## config.mk

```make
export PLATFORM = sky130hd
export DESIGN_NAME = two_lane_word_aligner
export DESIGN_NICKNAME = d
export VERILOG_FILES = /design/src/rtl/wa_pkg.sv /design/src/rtl/wa_lane_history.sv /design/src/rtl/wa_offset_search.sv /design/src/rtl/wa_lane_align.sv /design/src/rtl/two_lane_word_aligner.sv
export SDC_FILE = /design/constraint.sdc
export NUM_CORES = 1
export LEC_CHECK = 0
export ABC_AREA = 0
export BUFFER_PORTS_ARGS = -buffer_cell sky130_fd_sc_hd__buf_2
export CAP_MARGIN = 5
export CORE_AREA = 2 2 108 110
export CTS_CLUSTER_DIAMETER = 150
export DETAILED_ROUTE_END_ITERATION = 7
export DIE_AREA = 0 0 110 112
export HOLD_SLACK_MARGIN = 0.05
export SYNTH_ARGS = -nofsm -noshare
export SYNTH_HDL_FRONTEND = slang
export SYNTH_HIERARCHICAL = 1
export SYNTH_SLANG_ARGS = --single-unit
```

## constraint.sdc

```tcl
create_clock -name clk -period 2 [get_ports clk]
set_clock_uncertainty 0.05 [all_clocks]
set_input_delay 0.1 -clock clk [delete_from_list [all_inputs] [get_ports clk]]
set_output_delay 0.1 -clock clk [all_outputs]
set_load 0.02 [all_outputs]
```

## src/rtl/wa_pkg.sv

```systemverilog
package wa_pkg;

    localparam int unsigned BYTE_W     = 8;
    localparam int unsigned LANES      = 2;
    localparam int unsigned MSB_IDX    = 1;
    localparam int unsigned LSB_IDX    = 0;
    localparam int unsigned OFF_W      = $clog2(BYTE_W);
    localparam int unsigned SAMPLE_W   = LANES * BYTE_W;

    typedef logic [BYTE_W-1:0]   byte_t;
    typedef logic [OFF_W-1:0]    offset_t;
    typedef logic [SAMPLE_W-1:0] sample_t;

    // Word history of one lane: oldest word in the upper field.
    typedef struct packed {
        byte_t oldest;
        byte_t middle;
        byte_t newest;
    } hist_t;

    // Search progress of one lane.
    typedef struct packed {
        logic    locked;
        offset_t offset;
        offset_t cand;
    } search_t;

    // Take the byte that starts k bits into the earlier word.
    function automatic byte_t slip_pick(byte_t early, byte_t late, offset_t k);
        logic [2*BYTE_W-1:0] cat;
        cat = {early, late} << k;
        return cat[2*BYTE_W-1 -: BYTE_W];
    endfunction

endpackage

```

## src/rtl/wa_lane_history.sv

```systemverilog
module wa_lane_history
    import wa_pkg::*;
(
    input  logic  clk,
    input  logic  rst,
    input  byte_t word_i,
    output hist_t hist_o
);

    hist_t hist_q;

    // The newest word always enters at the low field; older words move up.
    always_ff @(posedge clk) begin
        if (rst) begin
            hist_q <= '0;
        end else begin
            hist_q.oldest <= hist_q.middle;
            hist_q.middle <= hist_q.newest;
            hist_q.newest <= word_i;
        end
    end

    assign hist_o = hist_q;

endmodule

```

## src/rtl/wa_offset_search.sv

```systemverilog
module wa_offset_search
    import wa_pkg::*;
#(
    parameter int unsigned LOCK_RUN   = 4,
    parameter byte_t       TRAIN_BYTE = 8'hF0
) (
    input  logic    clk,
    input  logic    rst,
    input  logic    restart_i,
    input  hist_t   hist_i,
    output logic    locked_o,
    output offset_t offset_o
);

    localparam int unsigned RUN_W = $clog2(LOCK_RUN + 1);

    logic [BYTE_W-1:0] hit;
    offset_t           first;
    logic              any_hit;
    logic [RUN_W-1:0]  run_q, run_next;
    search_t           st_q;

    // One comparator pair per candidate offset.
    for (genvar k = 0; k < BYTE_W; k++) begin : g_cand
        assign hit[k] =
            (slip_pick(hist_i.oldest, hist_i.middle, offset_t'(k)) == TRAIN_BYTE) &&
            (slip_pick(hist_i.middle, hist_i.newest, offset_t'(k)) == TRAIN_BYTE);
    end

    // Lowest matching offset wins.
    always_comb begin
        first = '0;
        for (int k = BYTE_W - 1; k >= 0; k--) begin
            if (hit[k]) first = offset_t'(k);
        end
    end

    assign any_hit = |hit;

    always_comb begin
        if (!any_hit)
            run_next = '0;
        else if ((run_q != '0) && (first == st_q.cand))
            run_next = run_q + 1'b1;
        else
            run_next = RUN_W'(1);
    end

    always_ff @(posedge clk) begin
        if (rst || restart_i) begin
            st_q  <= '0;
            run_q <= '0;
        end else if (!st_q.locked) begin
            run_q       <= run_next;
            st_q.cand   <= first;
            if (run_next == RUN_W'(LOCK_RUN)) begin
                st_q.locked <= 1'b1;
                st_q.offset <= first;
            end
        end
    end

    assign locked_o = st_q.locked;
    assign offset_o = st_q.offset;

endmodule

```

## src/rtl/wa_lane_align.sv

```systemverilog
module wa_lane_align
    import wa_pkg::*;
#(
    parameter int unsigned LOCK_RUN   = 4,
    parameter byte_t       TRAIN_BYTE = 8'hF0
) (
    input  logic    clk,
    input  logic    rst,
    input  logic    restart_i,
    input  byte_t   word_i,
    output byte_t   aligned_o,
    output logic    locked_o,
    output offset_t offset_o
);

    hist_t   hist;
    offset_t offset;

    wa_lane_history u_hist (
        .clk    (clk),
        .rst    (rst),
        .word_i (word_i),
        .hist_o (hist)
    );

    wa_offset_search #(
        .LOCK_RUN   (LOCK_RUN),
        .TRAIN_BYTE (TRAIN_BYTE)
    ) u_search (
        .clk       (clk),
        .rst       (rst),
        .restart_i (restart_i),
        .hist_i    (hist),
        .locked_o  (locked_o),
        .offset_o  (offset)
    );

    // Slice from the two newest words, earlier word first in time.
    assign aligned_o = slip_pick(hist.middle, hist.newest, offset);
    assign offset_o  = offset;

endmodule

```

## src/rtl/two_lane_word_aligner.sv

```systemverilog
module two_lane_word_aligner
    import wa_pkg::*;
#(
    parameter int unsigned LOCK_RUN   = 4,
    parameter byte_t       TRAIN_BYTE = 8'hF0
) (
    input  logic                clk,
    input  logic                rst,
    input  logic                train_req_i,
    input  logic [BYTE_W-1:0]   msb_word_i,
    input  logic [BYTE_W-1:0]   lsb_word_i,
    output logic [SAMPLE_W-1:0] sample_o,
    output logic                sample_valid_o,
    output logic [LANES-1:0]    lane_lock_o
);

    byte_t               lane_in      [LANES];
    byte_t               lane_aligned [LANES];
    logic [LANES-1:0]    lane_lock;
    offset_t [LANES-1:0] lane_off;

    assign lane_in[MSB_IDX] = msb_word_i;
    assign lane_in[LSB_IDX] = lsb_word_i;

    for (genvar g = 0; g < LANES; g++) begin : g_lane
        wa_lane_align #(
            .LOCK_RUN   (LOCK_RUN),
            .TRAIN_BYTE (TRAIN_BYTE)
        ) u_lane (
            .clk       (clk),
            .rst       (rst),
            .restart_i (train_req_i),
            .word_i    (lane_in[g]),
            .aligned_o (lane_aligned[g]),
            .locked_o  (lane_lock[g]),
            .offset_o  (lane_off[g])
        );
    end

    always_ff @(posedge clk) begin
        if (rst) begin
            sample_o       <= '0;
            sample_valid_o <= 1'b0;
        end else begin
            sample_o       <= {lane_aligned[MSB_IDX], lane_aligned[LSB_IDX]};
            sample_valid_o <= (&lane_lock) && !train_req_i;
        end
    end

    assign lane_lock_o = lane_lock;

endmodule

```

==> flow_metrics.env <==
export IMPL_synth_seq_cells=85
export IMPL_synth_edf_count=0
export IMPL_synth_area_sq_mm=0.00439
export IMPL_h_tree_depth=3
export IMPL_synth_ff_type="dfxtp_1"
export IMPL_cp_end_kind="flop"
export IMPL_cts_clk_slew_worst_paths_ns=0.06
export IMPL_drive_above_1_share_pct=44.5
export IMPL_clkPwrFrac_pct=43.2
export IMPL_vias=3419
export IMPL_grt_pass1_wl_mm=16.1
export IMPL_final_common_cell="dfxtp_1"
export IMPL_async_flop_share_pct=0
export IMPL_antenna_found_initial=0
export IMPL_drc_errors=0
export IMPL_setup_tns_final_ns=-0.590
export IMPL_place_detailed_hpwl_mm=6.87
export IMPL_coreArea_sq_mm=0.0112
export IMPL_critPathSlowestCell="or4_4"
export IMPL_die_width_microns=110
export IMPL_numCtsBuffers=9
export IMPL_min_to="sample_valid_o"
export IMPL_r2r_start="g_lane[1].u_lane/u_hist/hist_o[13]"
export IMPL_cts_tree="done"
export IMPL_hp_start="rst"
export IMPL_rr_endpoint="g_lane[1].u_lane/u_search/offset_o[2]"
export IMPL_hold_viol=0
export IMPL_seqPwrFrac_pct=49.6
export IMPL_die_area_sq_mm=0.0123
export IMPL_hold_ws_ns=0.0846
export IMPL_period_needed_ns=2.13
export IMPL_post_dp_cell_area_sq_mm=0.00494
export IMPL_finalNetCount=551
export IMPL_diodes=0
export IMPL_violations="setup timing"
export IMPL_intPower_uw=2730
export IMPL_swShare_pct=23.7
export IMPL_relSlewSlack_pct=47.6
export IMPL_worst_skew_pair_late_latency_ns=0.34
export IMPL_start_kind="flop"
export IMPL_grt_pass1_vias=3356
export IMPL_r2r_cells=6
export IMPL_p_sw_uw=847
export IMPL_slew_viol_final=0
export IMPL_portBuffers=37
export IMPL_yosysWarnings=6
export IMPL_gp_congestion=0.815
export IMPL_num_rows=39
export IMPL_final_area_sq_mm=0.00577
export IMPL_clock_sinks=85
export IMPL_postSynthAreaPerCell_sq_um=10.4
export IMPL_post_drt_wl_per_cell_microns=14.9
export IMPL_cp_top_family="compound AO/OA/AOI/OAI gates"
export IMPL_cts_root_buf="clkbuf_16"
export IMPL_viasPerCell=5.06
export IMPL_path_cells="and4bb_4 > o2111ai_4 > a21o_1 > a221o_1 > or4_4 > a21oi_2"
export IMPL_finalSetupViolations=9
export IMPL_hp_class="in2reg"
export IMPL_grt_max_degree=65
export IMPL_die_y_microns=112
export IMPL_max_freq_mhz=470
export IMPL_initial_core_util_pct=39.3
export IMPL_routed_wl_mm=10.1
export IMPL_final_cell_mix="dfxtp_1 (71), buf_4 (59), buf_2 (37), nand2_1 (34), nor2b_2 (28)"
export IMPL_cp_arrival_ns=2.36
export IMPL_timing_final_crit_share_pct=106
export IMPL_slowest_delay_ns=0.43
export IMPL_max_cap_viol_count=0
export IMPL_worst_path_buf_inv=0
export IMPL_irDropWorstVdd_mv=0.604
export IMPL_comb_power_share_pct=7.2
export IMPL_power_density_mw_per_mm2=620
export IMPL_critPathMaxFanout=6
export IMPL_io_pins=38
export IMPL_whs_path_depth=2
export IMPL_ys_seq_area_share_pct=38.8
export IMPL_fillCellCount=1015
export IMPL_grt_setup_unrepaired="yes"
export IMPL_pre_cts_slack_ns=-0.121
export IMPL_cts_path_max_buffers=2
export IMPL_syn_nets=446
export IMPL_grt_usage_pct=16.8
export IMPL_crit_type="reg2reg"
export IMPL_worst_pin_slew_ns=0.785
export IMPL_ant_nets=0
export IMPL_syn_to_final_growth_pct=31.5
export IMPL_gr_total_overflow=0
export IMPL_leakagePower_uw=0.00216
export IMPL_drtPass1Iterations=4
export IMPL_drt_initial_drc_count=160
export IMPL_status="complete, but fails checks"
export IMPL_syn_inst=423
export IMPL_rrSetupSlack_ns=-0.13
export IMPL_setup_ws_ns=-0.129
export IMPL_ys_types=64
export IMPL_crit_required_ns=2.23
## through the flow
stage | instances | util [%] | total power, uW
6_report | 676 | 51.6 | 3580
4_1_cts | 670 | 49.6 | 3620
5_1_grt | 676 | 51.6 | 3720
3_5_place_dp | 627 | 44.2 | 2040
3_3_place_gp | 627 | 44.2 | 2030
2_1_floorplan | 423 | - | 1940
## synth_stat cells, drive strengths merged, types with 2 or more instances
cell	count	area [sq um]
o21ai	12	60.1
a221o	3	30.0
or2	4	25.0
and2b	12	90.1
ha	4	50.1
nand4	7	43.8
xnor2	4	35.0
a21o	4	30.0
nand2	35	131
nor3	3	15.0
and4bb	21	282
o22a	6	52.6
xor2	3	33.8
buf	20	164
o2111ai	8	118
a22oi	9	81.3
nand2b	4	25.0
nor4	2	27.5
o31ai	3	22.5
nor2b	55	414
and2	4	26.3
or3	2	12.5
nor4bb	2	20.0
mux2	16	180
o22ai	2	18.8
mux4	2	45.0
nor2	12	45.0
a21oi	16	91.3
mux2i	27	270
inv	11	41.3
o221ai	5	50.0
dfxtp	85	1700
clkbuf	5	28.8
## worst max-delay path by stage
stage	start	endpoint	slack, ns	cells after the start
after floorplan	g_lane[1].u_lane/u_hist/hist_o[13]	g_lane[1].u_lane/u_search/offset_o[2]	-0.05	7
after global placement	g_lane[1].u_lane/u_search/run_q[0]	g_lane[1].u_lane/u_search/offset_o[2]	-0.06	7
after detailed placement	g_lane[1].u_lane/u_search/run_q[0]	g_lane[1].u_lane/u_search/offset_o[2]	-0.12	7
after CTS	g_lane[1].u_lane/u_hist/hist_o[5]	g_lane[1].u_lane/u_search/offset_o[2]	-0.09	6
after global routing	g_lane[0].u_lane/u_hist/hist_o[5]	g_lane[0].u_lane/u_search/offset_o[2]	-0.21	7
final	g_lane[1].u_lane/u_hist/hist_o[13]	g_lane[1].u_lane/u_search/offset_o[2]	-0.13	6
## metal layers
layer	part of all wire (%)	vias up	GRT usage, %
met4	0.93	0	5.23
li1	-	1736	-
met1	45	1626	21.1
met2	50	48	27.5
met3	3.1	9	4.86
met5	0	-	0
## power groups by stage
stage | Sequential [uW] | Combinational (uW) | Clock [uW]
after detailed placement | 1810 | 228 | 0
after global placement | 1810 | 225 | 0
after CTS | 1770 | 257 | 1590
after floorplan | 1820 | 128 | 0
after global routing | 1780 | 283 | 1650
final | 1780 | 258 | 1550
## cell type report
class                      instances  area, sq um  share of cell area [%]
inverter                          11         41.3                   0.716
clock inverter                     7         52.6                   0.911
sequential                        85         1720                    29.8
clock buffer                       9          225                    3.90
tap                              143          179                    3.10
timing repair buffer             119          867                    15.0
multi-input combinational        302         2680                    46.5
## registers in the layout, summed over array words and instances (netlist names)
name,cells
g_lane.u_lane/u_hist/hist_o,48
g_lane.u_lane/u_search/locked_o,2
g_lane.u_lane/u_search/offset_o,6
g_lane.u_lane/u_search/run_q,6
g_lane.u_lane/u_search/st_q,6
sample_o,16
sample_valid_o,1
## worst register-to-register path, delay by kind of cell, from the launching register on
family | cells | cell delay [ns]
AO/OA/AOI/OAI | 4 | 0.86
flip-flops | 1 | 0.33
AND/OR/NAND/NOR | 2 | 0.83
## repair_timing
action,CTS,global route
resized for setup,20,35
pin swaps,12,26
buffers inserted,11,7
endpoints found under the setup margin,8,14
endpoints found under the hold margin,16,0
hold buffers,16,0
## cells by family (layout without fill, tap and decap cells)
family | Yosys count | count (layout) | share of synthesized area (%)
simple gates | 167 | 167 | 27.0
flops | 85 | 85 | 38.8
compound gates | 79 | 79 | 14.8
mux | 45 | 45 | 11.3
buf+inv | 36 | 146 | 5.33
xor+xnor | 7 | 7 | 1.57
fa+ha+maj | 4 | 4 | 1.14
Power figures use the tool's default switching activity.
